--- src/rtl/lcs_pkg.sv ---
package lcs_pkg;
    localparam int SPD_W        = 4;
    localparam int WID_W        = 6;
    localparam int CAP_W        = 32;
    localparam int STA_W        = 16;
    localparam int VEC_W        = 4;
    localparam int FLD_SPD_LSB  = 0;
    localparam int FLD_WID_LSB  = 4;
    localparam int STA_DLLA_BIT = 13;
    localparam int CAP_DLRC_BIT = 20;
    localparam int CAP_BWN_BIT  = 21;
    localparam int SPD_2G5      = 1;
    localparam int SPD_5G       = 2;
    localparam int WID_X1       = 1;

    typedef enum logic [1:0] {
        CLAMP_PASS     = 2'd0,
        CLAMP_TO_CAP   = 2'd1,
        CLAMP_TO_MIN   = 2'd2,
        CLAMP_FROM_CAP = 2'd3
    } clamp_kind_e;
endpackage

--- src/rtl/lcs_cap_gen.sv ---
module lcs_cap_gen
    import lcs_pkg::*;
#(
    parameter int SW = SPD_W,
    parameter int WW = WID_W,
    parameter int CW = CAP_W,
    parameter int VW = VEC_W
) (
    input  logic [WW-1:0] cfg_width,
    input  logic [SW-1:0] cfg_speed,
    output logic [CW-1:0] cap_word,
    output logic [VW-1:0] speed_vec,
    output logic [SW-1:0] target_spd,
    output logic          dll_force
);
    logic above_base;
    logic wide;

    assign above_base = (int'(cfg_speed) > SPD_2G5);
    assign wide       = (int'(cfg_width) > WID_X1);
    assign dll_force  = above_base;
    assign target_spd = above_base ? cfg_speed : '0;

    always_comb begin
        cap_word = '0;
        cap_word[FLD_SPD_LSB +: SW] = cfg_speed;
        cap_word[FLD_WID_LSB +: WW] = cfg_width;
        cap_word[CAP_DLRC_BIT]      = above_base;
        cap_word[CAP_BWN_BIT]       = above_base | wide;
    end

    // Bit i stands for speed code i+1; the vector is only filled above 5 GT/s.
    for (genvar i = 0; i < VW; i++) begin : g_vec
        assign speed_vec[i] = (int'(cfg_speed) > SPD_5G) && (int'(cfg_speed) > i);
    end
endmodule

--- src/rtl/lcs_clamp.sv ---
module lcs_clamp
    import lcs_pkg::*;
#(
    parameter int W        = 4,
    parameter int MIN_CODE = 1
) (
    input  logic [W-1:0]  rpt,
    input  logic [W-1:0]  cap,
    input  logic          present,
    output logic [W-1:0]  res,
    output clamp_kind_e   kind
);
    always_comb begin
        if (!present)          kind = CLAMP_FROM_CAP;
        else if (rpt == '0)    kind = CLAMP_TO_MIN;
        else if (rpt > cap)    kind = CLAMP_TO_CAP;
        else                   kind = CLAMP_PASS;
    end

    always_comb begin
        unique case (kind)
            CLAMP_PASS:     res = rpt;
            CLAMP_TO_MIN:   res = W'(MIN_CODE);
            CLAMP_TO_CAP,
            CLAMP_FROM_CAP: res = cap;
            default:        res = cap;
        endcase
    end
endmodule

--- src/rtl/lcs_reconciler.sv ---
module lcs_reconciler
    import lcs_pkg::*;
(
    input  logic             clk,
    input  logic             rst_n,
    input  logic [WID_W-1:0] cfg_width,
    input  logic [SPD_W-1:0] cfg_speed,
    input  logic             sync_req,
    input  logic             dn_present,
    input  logic [STA_W-1:0] dn_status,
    output logic [CAP_W-1:0] link_cap,
    output logic [VEC_W-1:0] speed_vec,
    output logic [SPD_W-1:0] target_speed,
    output logic [STA_W-1:0] link_status
);
    localparam int LOW_W = FLD_WID_LSB + WID_W;

    logic             dll_force;
    logic [WID_W-1:0] wid_res;
    logic [SPD_W-1:0] spd_res;
    clamp_kind_e      wid_kind;
    clamp_kind_e      spd_kind;
    logic [STA_W-1:0] sta_q;
    logic [STA_W-1:0] sta_d;
    logic [STA_W-1:0] sta_init;

    lcs_cap_gen #(.SW(SPD_W), .WW(WID_W), .CW(CAP_W), .VW(VEC_W)) u_cap (
        .cfg_width  (cfg_width),
        .cfg_speed  (cfg_speed),
        .cap_word   (link_cap),
        .speed_vec  (speed_vec),
        .target_spd (target_speed),
        .dll_force  (dll_force)
    );

    lcs_clamp #(.W(WID_W), .MIN_CODE(WID_X1)) u_wid (
        .rpt     (dn_status[FLD_WID_LSB +: WID_W]),
        .cap     (link_cap[FLD_WID_LSB +: WID_W]),
        .present (dn_present),
        .res     (wid_res),
        .kind    (wid_kind)
    );

    lcs_clamp #(.W(SPD_W), .MIN_CODE(SPD_2G5)) u_spd (
        .rpt     (dn_status[FLD_SPD_LSB +: SPD_W]),
        .cap     (link_cap[FLD_SPD_LSB +: SPD_W]),
        .present (dn_present),
        .res     (spd_res),
        .kind    (spd_kind)
    );

    always_comb begin
        sta_init = '0;
        sta_init[FLD_SPD_LSB +: SPD_W] = link_cap[FLD_SPD_LSB +: SPD_W];
        sta_init[FLD_WID_LSB +: WID_W] = link_cap[FLD_WID_LSB +: WID_W];
        sta_init[STA_DLLA_BIT]         = dll_force;
    end

    always_comb begin
        sta_d = sta_q;
        if (sync_req) begin
            sta_d[FLD_SPD_LSB +: SPD_W] = spd_res;
            sta_d[FLD_WID_LSB +: WID_W] = wid_res;
        end
    end

    always_ff @(posedge clk) begin
        if (!rst_n) sta_q <= sta_init;
        else        sta_q <= sta_d;
    end

    assign link_status = sta_q;

    logic unused_kinds;
    assign unused_kinds = ^{wid_kind, spd_kind, LOW_W[0]};
endmodule

--- config.mk ---
export PLATFORM = sky130hd
export DESIGN_NAME = lcs_reconciler
export DESIGN_NICKNAME = d
export VERILOG_FILES = /design/src/rtl/lcs_pkg.sv /design/src/rtl/lcs_cap_gen.sv /design/src/rtl/lcs_clamp.sv /design/src/rtl/lcs_reconciler.sv
export SDC_FILE = /design/constraint.sdc
export NUM_CORES = 1
export LEC_CHECK = 0
export ABC_CLOCK_PERIOD_IN_PS = 4800
export BUFFER_PORTS_ARGS = -buffer_cell sky130_fd_sc_hd__buf_4
export CAP_MARGIN = 25
export CORE_MARGIN = 5
export CORE_UTILIZATION = 45
export CTS_CLUSTER_DIAMETER = 120
export DETAILED_ROUTE_END_ITERATION = 10
export PLACE_DENSITY = 0.85
export SYNTH_ARGS = -nofsm -noshare
export SYNTH_HDL_FRONTEND = slang
export SYNTH_HIERARCHICAL = 1
export SYNTH_SLANG_ARGS = --single-unit
--- constraint.sdc ---
create_clock -name clk -period 4.8 [get_ports clk]
set_input_delay 0.96 -clock clk [delete_from_list [all_inputs] [get_ports clk]]
set_output_delay 0.96 -clock clk [all_outputs]
set_load 0.1 [all_outputs]
==> impl_results.html, run 1 <==
<table>
<tr><th>Metric</th><th>Value</th></tr>
<tr><th colspan="2">Clock network</th></tr>
<tr><td>Total clock buffers created by CTS</td><td>3</td></tr>
<tr><td>Clock tree from TritonCTS</td><td>yes</td></tr>
<tr><td>Number of buffers added to fix hold violations after cts</td><td>0</td></tr>
<tr><td>Clock slew seen by the registers of the worst setup and hold paths</td><td>0.07 ns</td></tr>
<tr><td>Number of gates given a new drive strength after cts</td><td>0</td></tr>
<tr><td>Deepest clock path buffer count</td><td>2</td></tr>
<tr><td># H-tree levels</td><td>1</td></tr>
<tr><td>Clock Sink Count</td><td>11</td></tr>
<tr><td>Number of buffers added for setup after CTS</td><td>0</td></tr>
<tr><td>Root Driver</td><td>clkbuf_4</td></tr>
<tr><th colspan="2">Die</th></tr>
<tr><td>Core area</td><td>2760 um2</td></tr>
<tr><td>Number of top-level pins</td><td>86</td></tr>
<tr><td>Height of the chip</td><td>63.7 um</td></tr>
<tr><td>Die span in x</td><td>63.7 um</td></tr>
<tr><td>Overall die area</td><td>4060 um2</td></tr>
<tr><td>Site Rows</td><td>19</td></tr>
<tr><td>Starting utilization of the core area</td><td>47.1%</td></tr>
<tr><th colspan="2">Synth</th></tr>
<tr><td>Post-Synthesis Mean Instance Area</td><td>9.76 um2</td></tr>
<tr><td>Netlist Area Pre-Place</td><td>1300 um2</td></tr>
<tr><td>Number of warnings issued by yosys</td><td>6</td></tr>
<tr><td>Number of standard cells after synthesis</td><td>133</td></tr>
<tr><th colspan="2">Global route</th></tr>
<tr><td>Met2 GRT Util</td><td>23.7%</td></tr>
<tr><td>GRT Overall Usage</td><td>13.3%</td></tr>
<tr><td>Busiest layer in global routing</td><td>met2</td></tr>
<tr><td>Wire length of the first global-routing pass</td><td>4460 um</td></tr>
<tr><td>Number of antenna violations at the first check in global routing</td><td>0</td></tr>
<tr><td>Total congestion overflow after global routing</td><td>0</td></tr>
<tr><td>GR Layer Usage met3</td><td>3.91%</td></tr>
<tr><td>Via count of the first global-routing pass</td><td>1,008</td></tr>
<tr><td>Pin count of the biggest net entering global routing</td><td>13</td></tr>
<tr><td>Met1 track utilization from global routing</td><td>13.9%</td></tr>
<tr><th colspan="2">Power</th></tr>
<tr><td>IR Drop Worst-Case VDD</td><td>0.292 mV</td></tr>
<tr><td>Power density over the cells</td><td>350 nW/um2</td></tr>
<tr><td>Standby leakage power</td><td>0.813 nW</td></tr>
<tr><th colspan="2">Timing</th></tr>
<tr><td>Count of pins over their slew limit</td><td>0</td></tr>
<tr><td>Final Hold Fails</td><td>0</td></tr>
<tr><td>Final period demand of the worst path</td><td>3.18 ns</td></tr>
<tr><td>Transition time at the pin with the least slew margin</td><td>0.552 ns</td></tr>
<tr><td>Total of endpoints with negative setup slack in the final report</td><td>0</td></tr>
<tr><td>Post-Route Setup TNS</td><td>0 ns</td></tr>
<tr><td>Setup repair after global routing missed its margin</td><td>no</td></tr>
<tr><td>Worst hold margin</td><td>1.04 ns</td></tr>
<tr><td>Max Clock Freq</td><td>314 MHz</td></tr>
<tr><td>Worst relative slew slack</td><td>63.0%</td></tr>
<tr><td>Final Cycle Share</td><td>66.3%</td></tr>
<tr><th colspan="2">Detailed routing</th></tr>
<tr><td>Number of vias per cell</td><td>4.86</td></tr>
<tr><td>Routed wire length</td><td>2830 um</td></tr>
<tr><td>Via count of the routed design</td><td>997</td></tr>
<tr><td>DRC errors left</td><td>0</td></tr>
<tr><td>Initial detailed-routing violation count</td><td>14</td></tr>
<tr><td>Average detailed-routed wire length per instance</td><td>13.8 um</td></tr>
<tr><td>Final antenna-violating net count</td><td>0</td></tr>
<tr><td>Length of the first detailed-routing pass in iterations</td><td>4</td></tr>
<tr><th colspan="2">Worst setup path</th></tr>
<tr><td>Slowest cell on the critical path</td><td>or4_4</td></tr>
<tr><td>Kind of critical path</td><td>in2out</td></tr>
<tr><td>Endpoint class of the critical path</td><td>output pin</td></tr>
<tr><td>Most common cell on crit path</td><td>buf_4</td></tr>
<tr><td>Worst EP arrival</td><td>2.22 ns</td></tr>
<tr><td>Type of origin of the critical path</td><td>input port</td></tr>
<tr><td>Worst-path fanout max</td><td>7</td></tr>
<tr><td>Worst-path cell chain</td><td>buf_4 &gt; or3_4 &gt; or4_4 &gt; buf_4</td></tr>
<tr><td>Stage delay of the slowest cell on the critical path</td><td>0.47 ns</td></tr>
<tr><td>Critical Path RT</td><td>3.84 ns</td></tr>
<tr><th colspan="2">Placement</th></tr>
<tr><td>Detail Placement HPWL</td><td>2430 um</td></tr>
<tr><td>IO buf count</td><td>54</td></tr>
<tr><td>Last weighted congestion value of the routability-driven placer</td><td>0.828</td></tr>
<tr><th colspan="2">Finish</th></tr>
<tr><td>Largest register FFs</td><td>11</td></tr>
<tr><td>Synth-to-Final Area Change</td><td>19.9%</td></tr>
<tr><td>Count of nets after finishing</td><td>215</td></tr>
<tr><td>Number of inserted diodes</td><td>0</td></tr>
<tr><td>Share of layout cells above drive strength 1</td><td>43.7%</td></tr>
<tr><td>Final design utilization</td><td>56.4%</td></tr>
<tr><th colspan="2">Hold path</th></tr>
<tr><td>Class of the most critical hold timing path</td><td>in2reg</td></tr>
<tr><th colspan="2">Run status</th></tr>
<tr><td>Outcome</td><td>finished clean</td></tr>
<tr><th colspan="2">Job</th></tr>
<tr><td>Number of max-cap violations</td><td>0</td></tr>
</table>
==> per-stage QoR <==
stage	total power, mW	instances	area [um2]	setup WS (ns)
global route	0.561	205	1560	1.60
global placement	0.479	201	1530	1.61
finish	0.544	205	1560	1.62
CTS	0.544	205	1560	1.62
floorplan	0.446	156	1380	1.71
detailed placement	0.485	201	1530	1.62
==> metal layers <==
layer	up-vias	part of all wire, %
li1	492	-
met1	448	37
met2	49	52
met3	8	8.6
met4	0	2.3
met5	-	0
==> cells in the final DEF, fill, tap and decap left out <==
master	instances
a211oi_1	3
a21boi_2	1
a21o_1	5
a21oi_1	3
a21oi_2	1
a22o_1	8
a22oi_1	1
a31oi_2	1
and2_1	1
buf_4	54
clkbuf_1	1
clkbuf_4	3
conb_1	25
edfxtp_1	11
ha_1	10
inv_1	14
mux2_2	2
mux2_4	8
nand2_1	3
nand2b_1	1
nand4_1	2
nor2_1	3
nor2b_1	1
nor3_1	1
nor3_2	1
o2111a_1	1
o211ai_1	1
o221a_2	1
or2_2	2
or3_1	1
or3_4	1
or4_1	2
or4_4	1
==> report_power, final <==
group,leakage (nW),internal [mW],switching (mW)
clock,0.0150,0.0321,0.0282
sequential,0.112,0.121,0.00286
combinational,0.685,0.0724,0.287
==> worst max-delay path, delay by kind of cell <==
kind / cells / cell delay (ns)
AND/OR/NAND/NOR: 2 / 0.88
buffers and inverters: 2 / 0.38
==> path summary, 6_finish.rpt <==
kind	startpoint	endpoint	slack (ns)	cells after the start
hold / removal	cfg_width[5]	link_status[9]$_DFFE_PP_	1.04	2
setup / recovery	cfg_speed[3]	link_cap[21]	1.62	4
==> layout make-up <==
cell class | count | area, um2
Tap cell | 31 | 38.8
Sequential cell | 11 | 330
Inverter | 14 | 52.6
Multi-Input combinational cell | 91 | 702
Clock buffer | 4 | 26.3
Timing Repair Buffer | 54 | 405
Fill cell | 233 | 1200
(Power assumes the default switching activity.)
==> run 2, diff against run 1 <==
--- a/config.mk
+++ b/config.mk
@@ -5,14 +5,15 @@
 export SDC_FILE = /design/constraint.sdc
 export NUM_CORES = 1
 export LEC_CHECK = 0
-export ABC_CLOCK_PERIOD_IN_PS = 4800
+export ABC_AREA = 1
+export ABC_CLOCK_PERIOD_IN_PS = 3300
 export BUFFER_PORTS_ARGS = -buffer_cell sky130_fd_sc_hd__buf_4
 export CAP_MARGIN = 25
 export CORE_MARGIN = 5
-export CORE_UTILIZATION = 45
+export CORE_UTILIZATION = 43
 export CTS_CLUSTER_DIAMETER = 120
 export DETAILED_ROUTE_END_ITERATION = 10
-export PLACE_DENSITY = 0.85
+export PLACE_DENSITY = 0.8
 export SYNTH_ARGS = -nofsm -noshare
 export SYNTH_HDL_FRONTEND = slang
 export SYNTH_HIERARCHICAL = 1
==> constraint.sdc (replaced) <==
create_clock -name clk -period 3.3 [get_ports clk]
set_input_delay 0.66 -clock clk [delete_from_list [all_inputs] [get_ports clk]]
set_output_delay 0.66 -clock clk [all_outputs]
set_load 0.1 [all_outputs]
==> run 2 against run 1 <==
Synthesized cell count increased by 56%. First-iteration DRC count rose by 79%. Combinational power increased by 43%. Wire length is 4.3% lower. Clock power is 40% higher. Sequential share of layout area decreased by 1.4 points. Power grew 43%. Setup slack worse by 0.38 ns. Critical endpoint unchanged.
==> impl_results.html, run 2 <==
<table>
<tr><th>Metric</th><th>Value</th></tr>
<tr><th colspan="2">Power</th></tr>
<tr><td>Clock network fraction of design power</td><td>10.9% (-0.2 points)</td></tr>
<tr><td>Power Internal</td><td>311 uW (+38%)</td></tr>
<tr><td>IR Drop Worst-Case VDD</td><td>0.188 mV (-36%)</td></tr>
<tr><td>Sw Pwr</td><td>468 uW (+47%)</td></tr>
<tr><td>Power density over the cells</td><td>467 nW/um2 (+34%)</td></tr>
<tr><td>Standby leakage power</td><td>1.01 nW (+25%)</td></tr>
<tr><td>Part of the power in registers</td><td>22.9% (+0.2 points)</td></tr>
<tr><td>Pwr Total</td><td>778 uW (+43%)</td></tr>
<tr><td>Switch share</td><td>60.1% (+1.5 points)</td></tr>
<tr><td>Logic gate share of total power</td><td>66.2% (about the same)</td></tr>
<tr><th colspan="2">Worst setup path</th></tr>
<tr><td>Worst-path fanout max</td><td>6 (-1)</td></tr>
<tr><td>Type of origin of the critical path</td><td>input port</td></tr>
<tr><td>Critical Path RT</td><td>2.64 ns (-1.20 ns)</td></tr>
<tr><td>CP delay by family, top</td><td>buffers and inverters</td></tr>
<tr><td>End point of the critical path</td><td>link_cap[21]</td></tr>
<tr><td>Worst-path cell chain</td><td>buf_4 &gt; nor2_4 &gt; nand2_2 &gt; inv_2 &gt; nand2_2 &gt; buf_4</td></tr>
<tr><td>Worst EP arrival</td><td>1.40 ns (-0.82 ns)</td></tr>
<tr><td>Levels on crit path</td><td>6 (+2)</td></tr>
<tr><td>Origin of the worst setup path</td><td>cfg_speed[3]</td></tr>
<tr><td>Slowest cell on the critical path</td><td>buf_4</td></tr>
<tr><td>Endpoint class of the critical path</td><td>output pin</td></tr>
<tr><td>Number of buffer and inverter stages on the critical path</td><td>3 (+1)</td></tr>
<tr><td>Kind of critical path</td><td>in2out</td></tr>
<tr><td>Stage delay of the slowest cell on the critical path</td><td>0.23 ns (-0.24 ns)</td></tr>
<tr><th colspan="2">Global route</th></tr>
<tr><td>Number of antenna violations at the first check in global routing</td><td>0 (unchanged)</td></tr>
<tr><td>Via count of the first global-routing pass</td><td>1,027 (+1.9%)</td></tr>
<tr><td>Pin count of the biggest net entering global routing</td><td>13 (unchanged)</td></tr>
<tr><td>Wire length of the first global-routing pass</td><td>4300 um (-3.7%)</td></tr>
<tr><td>Total congestion overflow after global routing</td><td>0 (unchanged)</td></tr>
<tr><td>GRT Overall Usage</td><td>12.3% (-0.93 points)</td></tr>
<tr><th colspan="2">Finish</th></tr>
<tr><td>Number of inserted diodes</td><td>0 (unchanged)</td></tr>
<tr><td>Count of nets after finishing</td><td>288 (+34%)</td></tr>
<tr><td>Post-layout instance count excluding filler cells</td><td>291 (+42%)</td></tr>
<tr><td>Share of layout cells above drive strength 1</td><td>32.0% (-12 points)</td></tr>
<tr><td>Synth-to-Final Area Change</td><td>19.6%</td></tr>
<tr><td>Area of all placed cells without fillers</td><td>1670 um2 (+7.2%)</td></tr>
<tr><td>Final design utilization</td><td>54.1% (-2.3 points)</td></tr>
<tr><td>Most frequent standard cell in the layout excluding fill and tap cells</td><td>nand2_1</td></tr>
<tr><td>Largest register FFs</td><td>11 (unchanged)</td></tr>
<tr><td>Most used cells in the layout excluding fill and tap cells</td><td>71 x nand2_1, 54 x buf_4, 29 x inv_1</td></tr>
<tr><th colspan="2">Placement</th></tr>
<tr><td>Detail Placement HPWL</td><td>2400 um (-1.4%)</td></tr>
<tr><td>Last weighted congestion value of the routability-driven placer</td><td>0.896 (+8.2%)</td></tr>
<tr><td>Worst setup timing slack at the placement stage</td><td>1.19 ns (-0.433 ns)</td></tr>
<tr><td>Post-place instance area</td><td>1640 um2 (+7.3%)</td></tr>
<tr><td>Number of cells in the design after placement</td><td>287 (+43%)</td></tr>
<tr><td>IO buf count</td><td>54 (unchanged)</td></tr>
<tr><th colspan="2">Die</th></tr>
<tr><td>Number of top-level pins</td><td>86 (unchanged)</td></tr>
<tr><td>Height of the chip</td><td>66.9 um (+5.1%)</td></tr>
<tr><td>Core area</td><td>3080 um2 (+12%)</td></tr>
<tr><td>Starting utilization of the core area</td><td>45.3% (-1.8 points)</td></tr>
<tr><td>Overall die area</td><td>4480 um2 (+10%)</td></tr>
<tr><td>Site Rows</td><td>20 (+1)</td></tr>
<tr><td>Die span in x</td><td>66.9 um (+5.1%)</td></tr>
<tr><th colspan="2">Detailed routing</th></tr>
<tr><td>Length of the first detailed-routing pass in iterations</td><td>4 (unchanged)</td></tr>
<tr><td>Average detailed-routed wire length per instance</td><td>9.30 um (-33%)</td></tr>
<tr><td>Met2 routed WL</td><td>1300 um (-13%)</td></tr>
<tr><td>DRC errors left</td><td>0 (unchanged)</td></tr>
<tr><td>Routed wire length</td><td>2710 um (-4.3%)</td></tr>
<tr><td>Highest routed metal layer</td><td>met4</td></tr>
<tr><td>Final antenna-violating net count</td><td>0 (unchanged)</td></tr>
<tr><td>Number of vias per cell</td><td>4.04 (-17%)</td></tr>
<tr><td>Initial detailed-routing violation count</td><td>25 (+11)</td></tr>
<tr><td>Routed length on met3</td><td>221 um (-8.7%)</td></tr>
<tr><td>Met1 wire length</td><td>1170 um (+13%)</td></tr>
<tr><td>Via count of the routed design</td><td>1,177 (+18%)</td></tr>
<tr><th colspan="2">Synth</th></tr>
<tr><td>Number of standard cells after synthesis</td><td>207 (+56%)</td></tr>
<tr><td>Post-Synthesis Mean Instance Area</td><td>6.73 um2 (-31%)</td></tr>
<tr><td>Netlist Area Pre-Place</td><td>1390 um2 (+7.4%)</td></tr>
<tr><td>Number of warnings issued by yosys</td><td>6 (unchanged)</td></tr>
<tr><th colspan="2">Clock network</th></tr>
<tr><td>Deepest clock path buffer count</td><td>2 (unchanged)</td></tr>
<tr><td>Number of gates given a new drive strength after cts</td><td>0 (unchanged)</td></tr>
<tr><td>Number of buffers added to fix hold violations after cts</td><td>0 (unchanged)</td></tr>
<tr><td>Root Driver</td><td>clkbuf_4</td></tr>
<tr><td>Clock slew seen by the registers of the worst setup and hold paths</td><td>0.06 ns (about the same)</td></tr>
<tr><td># H-tree levels</td><td>1 (unchanged)</td></tr>
<tr><td>Clock tree from TritonCTS</td><td>yes</td></tr>
<tr><td>Clock Sink Count</td><td>11 (unchanged)</td></tr>
<tr><td>Total clock buffers created by CTS</td><td>3 (unchanged)</td></tr>
<tr><td>Number of buffers added for setup after CTS</td><td>0 (unchanged)</td></tr>
<tr><th colspan="2">Timing</th></tr>
<tr><td>Final Cycle Share</td><td>62.5%</td></tr>
<tr><td>Total of endpoints with negative setup slack in the final report</td><td>0 (unchanged)</td></tr>
<tr><td>Setup WS post-layout</td><td>1.24 ns (-0.380 ns)</td></tr>
<tr><td>Post-Route Setup TNS</td><td>0 ns (unchanged)</td></tr>
<tr><td>Max Clock Freq</td><td>485 MHz</td></tr>
<tr><td>Count of pins over their slew limit</td><td>0 (unchanged)</td></tr>
<tr><td>Final Hold Fails</td><td>0 (unchanged)</td></tr>
<tr><td>Final period demand of the worst path</td><td>2.06 ns</td></tr>
<tr><td>Setup repair after global routing missed its margin</td><td>no</td></tr>
<tr><td>Worst hold margin</td><td>0.715 ns (-0.328 ns)</td></tr>
<tr><th colspan="2">Job</th></tr>
<tr><td>Number of max-cap violations</td><td>0 (unchanged)</td></tr>
<tr><th colspan="2">Hold path</th></tr>
<tr><td>Startpoint of the most critical hold path</td><td>cfg_width[5]</td></tr>
<tr><td>Class of the most critical hold timing path</td><td>in2reg</td></tr>
<tr><th colspan="2">Run status</th></tr>
<tr><td>Outcome</td><td>finished clean</td></tr>
</table>
## run 2: how the worst min path moves through the flow
| stage | slack, ns | endpoint | cells past startpoint |
|---|---|---|---|
| floorplan | 0.85 | link_status[5]$_DFFE_PP_ | 2 |
| global placement | 0.97 | link_status[4]$_DFFE_PP_ | 3 |
| detailed placement | 0.97 | link_status[4]$_DFFE_PP_ | 3 |
| CTS | 0.71 | link_status[9]$_DFFE_PP_ | 3 |
| global route | 0.72 | link_status[9]$_DFFE_PP_ | 3 |
| finish | 0.71 | link_status[9]$_DFFE_PP_ | 3 |
## run 2: tightest hold or removal path, cell delays in order
cell	delay [ns]
buf_4	0.11
nand2_1	0.05
nand2_1	0.05
## run 2: power groups by stage
stage / Sequential [mW] / Combinational [mW] / Clock, mW
floorplan: 0.307 / 0.338 / 0
global placement: 0.181 / 0.513 / 0
detailed placement: 0.181 / 0.517 / 0
CTS: 0.178 / 0.517 / 0.0870
global route: 0.180 / 0.542 / 0.0926
finish: 0.178 / 0.516 / 0.0847
## run 2: per-layer routing
layer	global-route usage, %	up-vias
met2	21.4	52
met3	1.69	2
met4	4.56	0
li1	-	640
met1	15.3	483
met5	0	-
## run 2: layout make-up
cell class	instances	area (um2)
well taps	44	55.1
multi-input cells	143	718
inverters	35	131
repair buffers	54	405
clock buffers	4	26.3
flip-flops and latches	11	330
fillers	316	1410
==> run 3, diff against run 2 <==
--- a/config.mk
+++ b/config.mk
@@ -6,14 +6,14 @@
 export NUM_CORES = 1
 export LEC_CHECK = 0
 export ABC_AREA = 1
-export ABC_CLOCK_PERIOD_IN_PS = 3300
+export ABC_CLOCK_PERIOD_IN_PS = 1800
 export BUFFER_PORTS_ARGS = -buffer_cell sky130_fd_sc_hd__buf_4
 export CAP_MARGIN = 25
 export CORE_MARGIN = 5
-export CORE_UTILIZATION = 43
+export CORE_UTILIZATION = 39
 export CTS_CLUSTER_DIAMETER = 120
 export DETAILED_ROUTE_END_ITERATION = 10
-export PLACE_DENSITY = 0.8
+export PLACE_DENSITY = 0.77
 export SYNTH_ARGS = -nofsm -noshare
 export SYNTH_HDL_FRONTEND = slang
 export SYNTH_HIERARCHICAL = 1
==> constraint.sdc (replaced) <==
create_clock -name clk -period 1.8 [get_ports clk]
set_input_delay 0.36 -clock clk [delete_from_list [all_inputs] [get_ports clk]]
set_output_delay 0.36 -clock clk [all_outputs]
set_load 0.1 [all_outputs]
==> run 3 against run 2 <==
Power increased by 85%. Clock-buffer cell count unchanged. Final cell count increased by 3.1%. Final area increased by 3.3%. Wire length increased by 3.4%. Die area increased by 8.7%.
==> impl_results.html, run 3 (synthesized netlist as in run 2, its figures left out) <==
<table>
<tr><th>Metric</th><th>Value</th></tr>
<tr><th colspan="2">Run status</th></tr>
<tr><td>Outcome</td><td>finished clean</td></tr>
<tr><th colspan="2">Detailed routing</th></tr>
<tr><td>Met2 routed WL</td><td>1370 um (+5.5%)</td></tr>
<tr><td>Average detailed-routed wire length per instance</td><td>9.33 um (+0.33%)</td></tr>
<tr><td>Length of the first detailed-routing pass in iterations</td><td>4 (unchanged)</td></tr>
<tr><td>Met1 wire length</td><td>1160 um (-1.0%)</td></tr>
<tr><td>DRC errors left</td><td>0 (unchanged)</td></tr>
<tr><td>Highest routed metal layer</td><td>met4</td></tr>
<tr><td>Routed length on met3</td><td>228 um (+3.2%)</td></tr>
<tr><td>Final antenna-violating net count</td><td>0 (unchanged)</td></tr>
<tr><td>Number of vias per cell</td><td>3.98 (-1.7%)</td></tr>
<tr><td>Initial detailed-routing violation count</td><td>34 (+36%)</td></tr>
<tr><td>Via count of the routed design</td><td>1,193 (+1.4%)</td></tr>
<tr><td>Routed wire length</td><td>2800 um (+3.4%)</td></tr>
<tr><th colspan="2">Placement</th></tr>
<tr><td>IO buf count</td><td>54 (unchanged)</td></tr>
<tr><td>Number of cells in the design after placement</td><td>296 (+3.1%)</td></tr>
<tr><td>Worst setup timing slack at the placement stage</td><td>0.0153 ns (-1.17 ns)</td></tr>
<tr><td>Detail Placement HPWL</td><td>2500 um (+4.0%)</td></tr>
<tr><td>Last weighted congestion value of the routability-driven placer</td><td>0.855 (-4.5%)</td></tr>
<tr><td>Post-place instance area</td><td>1700 um2 (+3.4%)</td></tr>
<tr><th colspan="2">Global route</th></tr>
<tr><td>Number of antenna violations at the first check in global routing</td><td>0 (unchanged)</td></tr>
<tr><td>Pin count of the biggest net entering global routing</td><td>13 (unchanged)</td></tr>
<tr><td>GRT Overall Usage</td><td>10.7% (-1.7 points)</td></tr>
<tr><td>Wire length of the first global-routing pass</td><td>4440 um (+3.4%)</td></tr>
<tr><td>Via count of the first global-routing pass</td><td>1,051 (+2.3%)</td></tr>
<tr><td>Total congestion overflow after global routing</td><td>0 (unchanged)</td></tr>
<tr><th colspan="2">Timing</th></tr>
<tr><td>Max Clock Freq</td><td>641 MHz</td></tr>
<tr><td>Post-Route Setup TNS</td><td>0 ns (unchanged)</td></tr>
<tr><td>Setup WS post-layout</td><td>0.240 ns (-0.998 ns)</td></tr>
<tr><td>Final period demand of the worst path</td><td>1.56 ns</td></tr>
<tr><td>Final Cycle Share</td><td>86.7%</td></tr>
<tr><td>Worst hold margin</td><td>0.411 ns (-0.303 ns)</td></tr>
<tr><td>Count of pins over their slew limit</td><td>0 (unchanged)</td></tr>
<tr><td>Setup repair after global routing missed its margin</td><td>no</td></tr>
<tr><td>Total of endpoints with negative setup slack in the final report</td><td>0 (unchanged)</td></tr>
<tr><td>Final Hold Fails</td><td>0 (unchanged)</td></tr>
<tr><th colspan="2">Finish</th></tr>
<tr><td>Area of all placed cells without fillers</td><td>1720 um2 (+3.3%)</td></tr>
<tr><td>Post-layout instance count excluding filler cells</td><td>300 (+3.1%)</td></tr>
<tr><td>Share of layout cells above drive strength 1</td><td>33.9% (+1.9 points)</td></tr>
<tr><td>Largest register FFs</td><td>11 (unchanged)</td></tr>
<tr><td>Synth-to-Final Area Change</td><td>23.5%</td></tr>
<tr><td>Count of nets after finishing</td><td>295 (+2.4%)</td></tr>
<tr><td>Final design utilization</td><td>50.8% (-3.4 points)</td></tr>
<tr><td>Most used cells in the layout excluding fill and tap cells</td><td>71 x nand2_1, 61 x buf_4, 29 x inv_1</td></tr>
<tr><td>Number of inserted diodes</td><td>0 (unchanged)</td></tr>
<tr><td>Most frequent standard cell in the layout excluding fill and tap cells</td><td>nand2_1</td></tr>
<tr><th colspan="2">Clock network</th></tr>
<tr><td># H-tree levels</td><td>1 (unchanged)</td></tr>
<tr><td>Deepest clock path buffer count</td><td>2 (unchanged)</td></tr>
<tr><td>Clock slew seen by the registers of the worst setup and hold paths</td><td>0.06 ns (about the same)</td></tr>
<tr><td>Root Driver</td><td>clkbuf_4</td></tr>
<tr><td>Number of buffers added to fix hold violations after cts</td><td>0 (unchanged)</td></tr>
<tr><td>Number of gates given a new drive strength after cts</td><td>0 (unchanged)</td></tr>
<tr><td>Clock Sink Count</td><td>11 (unchanged)</td></tr>
<tr><td>Clock tree from TritonCTS</td><td>yes</td></tr>
<tr><td>Number of buffers added for setup after CTS</td><td>0 (unchanged)</td></tr>
<tr><td>Total clock buffers created by CTS</td><td>3 (unchanged)</td></tr>
<tr><th colspan="2">Die</th></tr>
<tr><td>Starting utilization of the core area</td><td>41.1% (-4.2 points)</td></tr>
<tr><td>Height of the chip</td><td>69.8 um (+4.3%)</td></tr>
<tr><td>Die span in x</td><td>69.8 um (+4.3%)</td></tr>
<tr><td>Core area</td><td>3390 um2 (+10%)</td></tr>
<tr><td>Site Rows</td><td>21 (+5.0%)</td></tr>
<tr><td>Number of top-level pins</td><td>86 (unchanged)</td></tr>
<tr><td>Overall die area</td><td>4870 um2 (+8.7%)</td></tr>
<tr><th colspan="2">Power</th></tr>
<tr><td>Power density over the cells</td><td>834 nW/um2 (+79%)</td></tr>
<tr><td>Standby leakage power</td><td>1.05 nW (+3.3%)</td></tr>
<tr><td>Pwr Total</td><td>1.44 mW (+85%)</td></tr>
<tr><td>IR Drop Worst-Case VDD</td><td>0.219 mV (+17%)</td></tr>
<tr><th colspan="2">Worst setup path</th></tr>
<tr><td>Slowest cell on the critical path</td><td>buf_4</td></tr>
<tr><td>Worst-path fanout max</td><td>5 (-1)</td></tr>
<tr><td>Critical Path RT</td><td>1.44 ns (-1.20 ns)</td></tr>
<tr><td>Stage delay of the slowest cell on the critical path</td><td>0.23 ns (about the same)</td></tr>
<tr><td>Kind of critical path</td><td>in2out</td></tr>
<tr><td>Type of origin of the critical path</td><td>input port</td></tr>
<tr><td>Worst-path cell chain</td><td>buf_4 &gt; buf_4 &gt; nor2_4 &gt; nand2_2 &gt; inv_2 &gt; nand2_2 &gt; buf_4</td></tr>
<tr><td>Endpoint class of the critical path</td><td>output pin</td></tr>
<tr><td>Worst EP arrival</td><td>1.20 ns (-0.20 ns)</td></tr>
<tr><td>Most common cell on crit path</td><td>buf_4</td></tr>
<tr><th colspan="2">Job</th></tr>
<tr><td>Number of max-cap violations</td><td>0 (unchanged)</td></tr>
<tr><th colspan="2">Hold path</th></tr>
<tr><td>Sink of the worst hold path</td><td>link_status[4]$_DFFE_PP_</td></tr>
<tr><td>Class of the most critical hold timing path</td><td>in2reg</td></tr>
<tr><td>Startpoint of the most critical hold path</td><td>cfg_width[0]</td></tr>
<tr><td>Worst hold path stage count</td><td>3 (unchanged)</td></tr>
</table>
[run 3: worst max path at each step]
| stage | cells past startpoint | slack [ns] | startpoint | endpoint |
|---|---|---|---|---|
| floorplan | 2 | -0.34 | cfg_speed[1] | speed_vec[0] |
| global placement | 13 | 0.03 | dn_status[9] | link_status[9]$_DFFE_PP_ |
| detailed placement | 13 | 0.02 | dn_status[9] | link_status[9]$_DFFE_PP_ |
| CTS | 7 | 0.23 | cfg_speed[3] | link_cap[21] |
| global route | 12 | 0.18 | dn_status[9] | link_status[9]$_DFFE_PP_ |
| finish | 7 | 0.24 | cfg_speed[3] | link_cap[21] |
[run 3: final cells by class]
class | instances | area, um2
multi-input combinational | 143 | 718
clock buffer | 4 | 26.3
tap | 46 | 57.6
timing repair buffer | 61 | 458
inverter | 35 | 131
sequential | 11 | 330
fill | 365 | 1670
[run 3: report_power, final]
part           internal (mW)  switching (mW)  total [mW]  leakage [nW]
sequential             0.319         0.00690       0.326         0.113
clock                 0.0851          0.0657       0.151        0.0150
combinational          0.175           0.785       0.960         0.918
total                  0.579           0.857        1.44          1.05
[run 3: critical path, delay by kind of cell]
family        cells  cell delay [ns]
buf+inv           4             0.57
simple gates      3             0.28
[run 3: routing by layer]
metal / up-vias / GRT usage (%)
met5: - / 0
met4: 0 / 4.89
met3: 4 / 2.03
met2: 46 / 19.2
met1: 492 / 12.0
li1: 651 / -
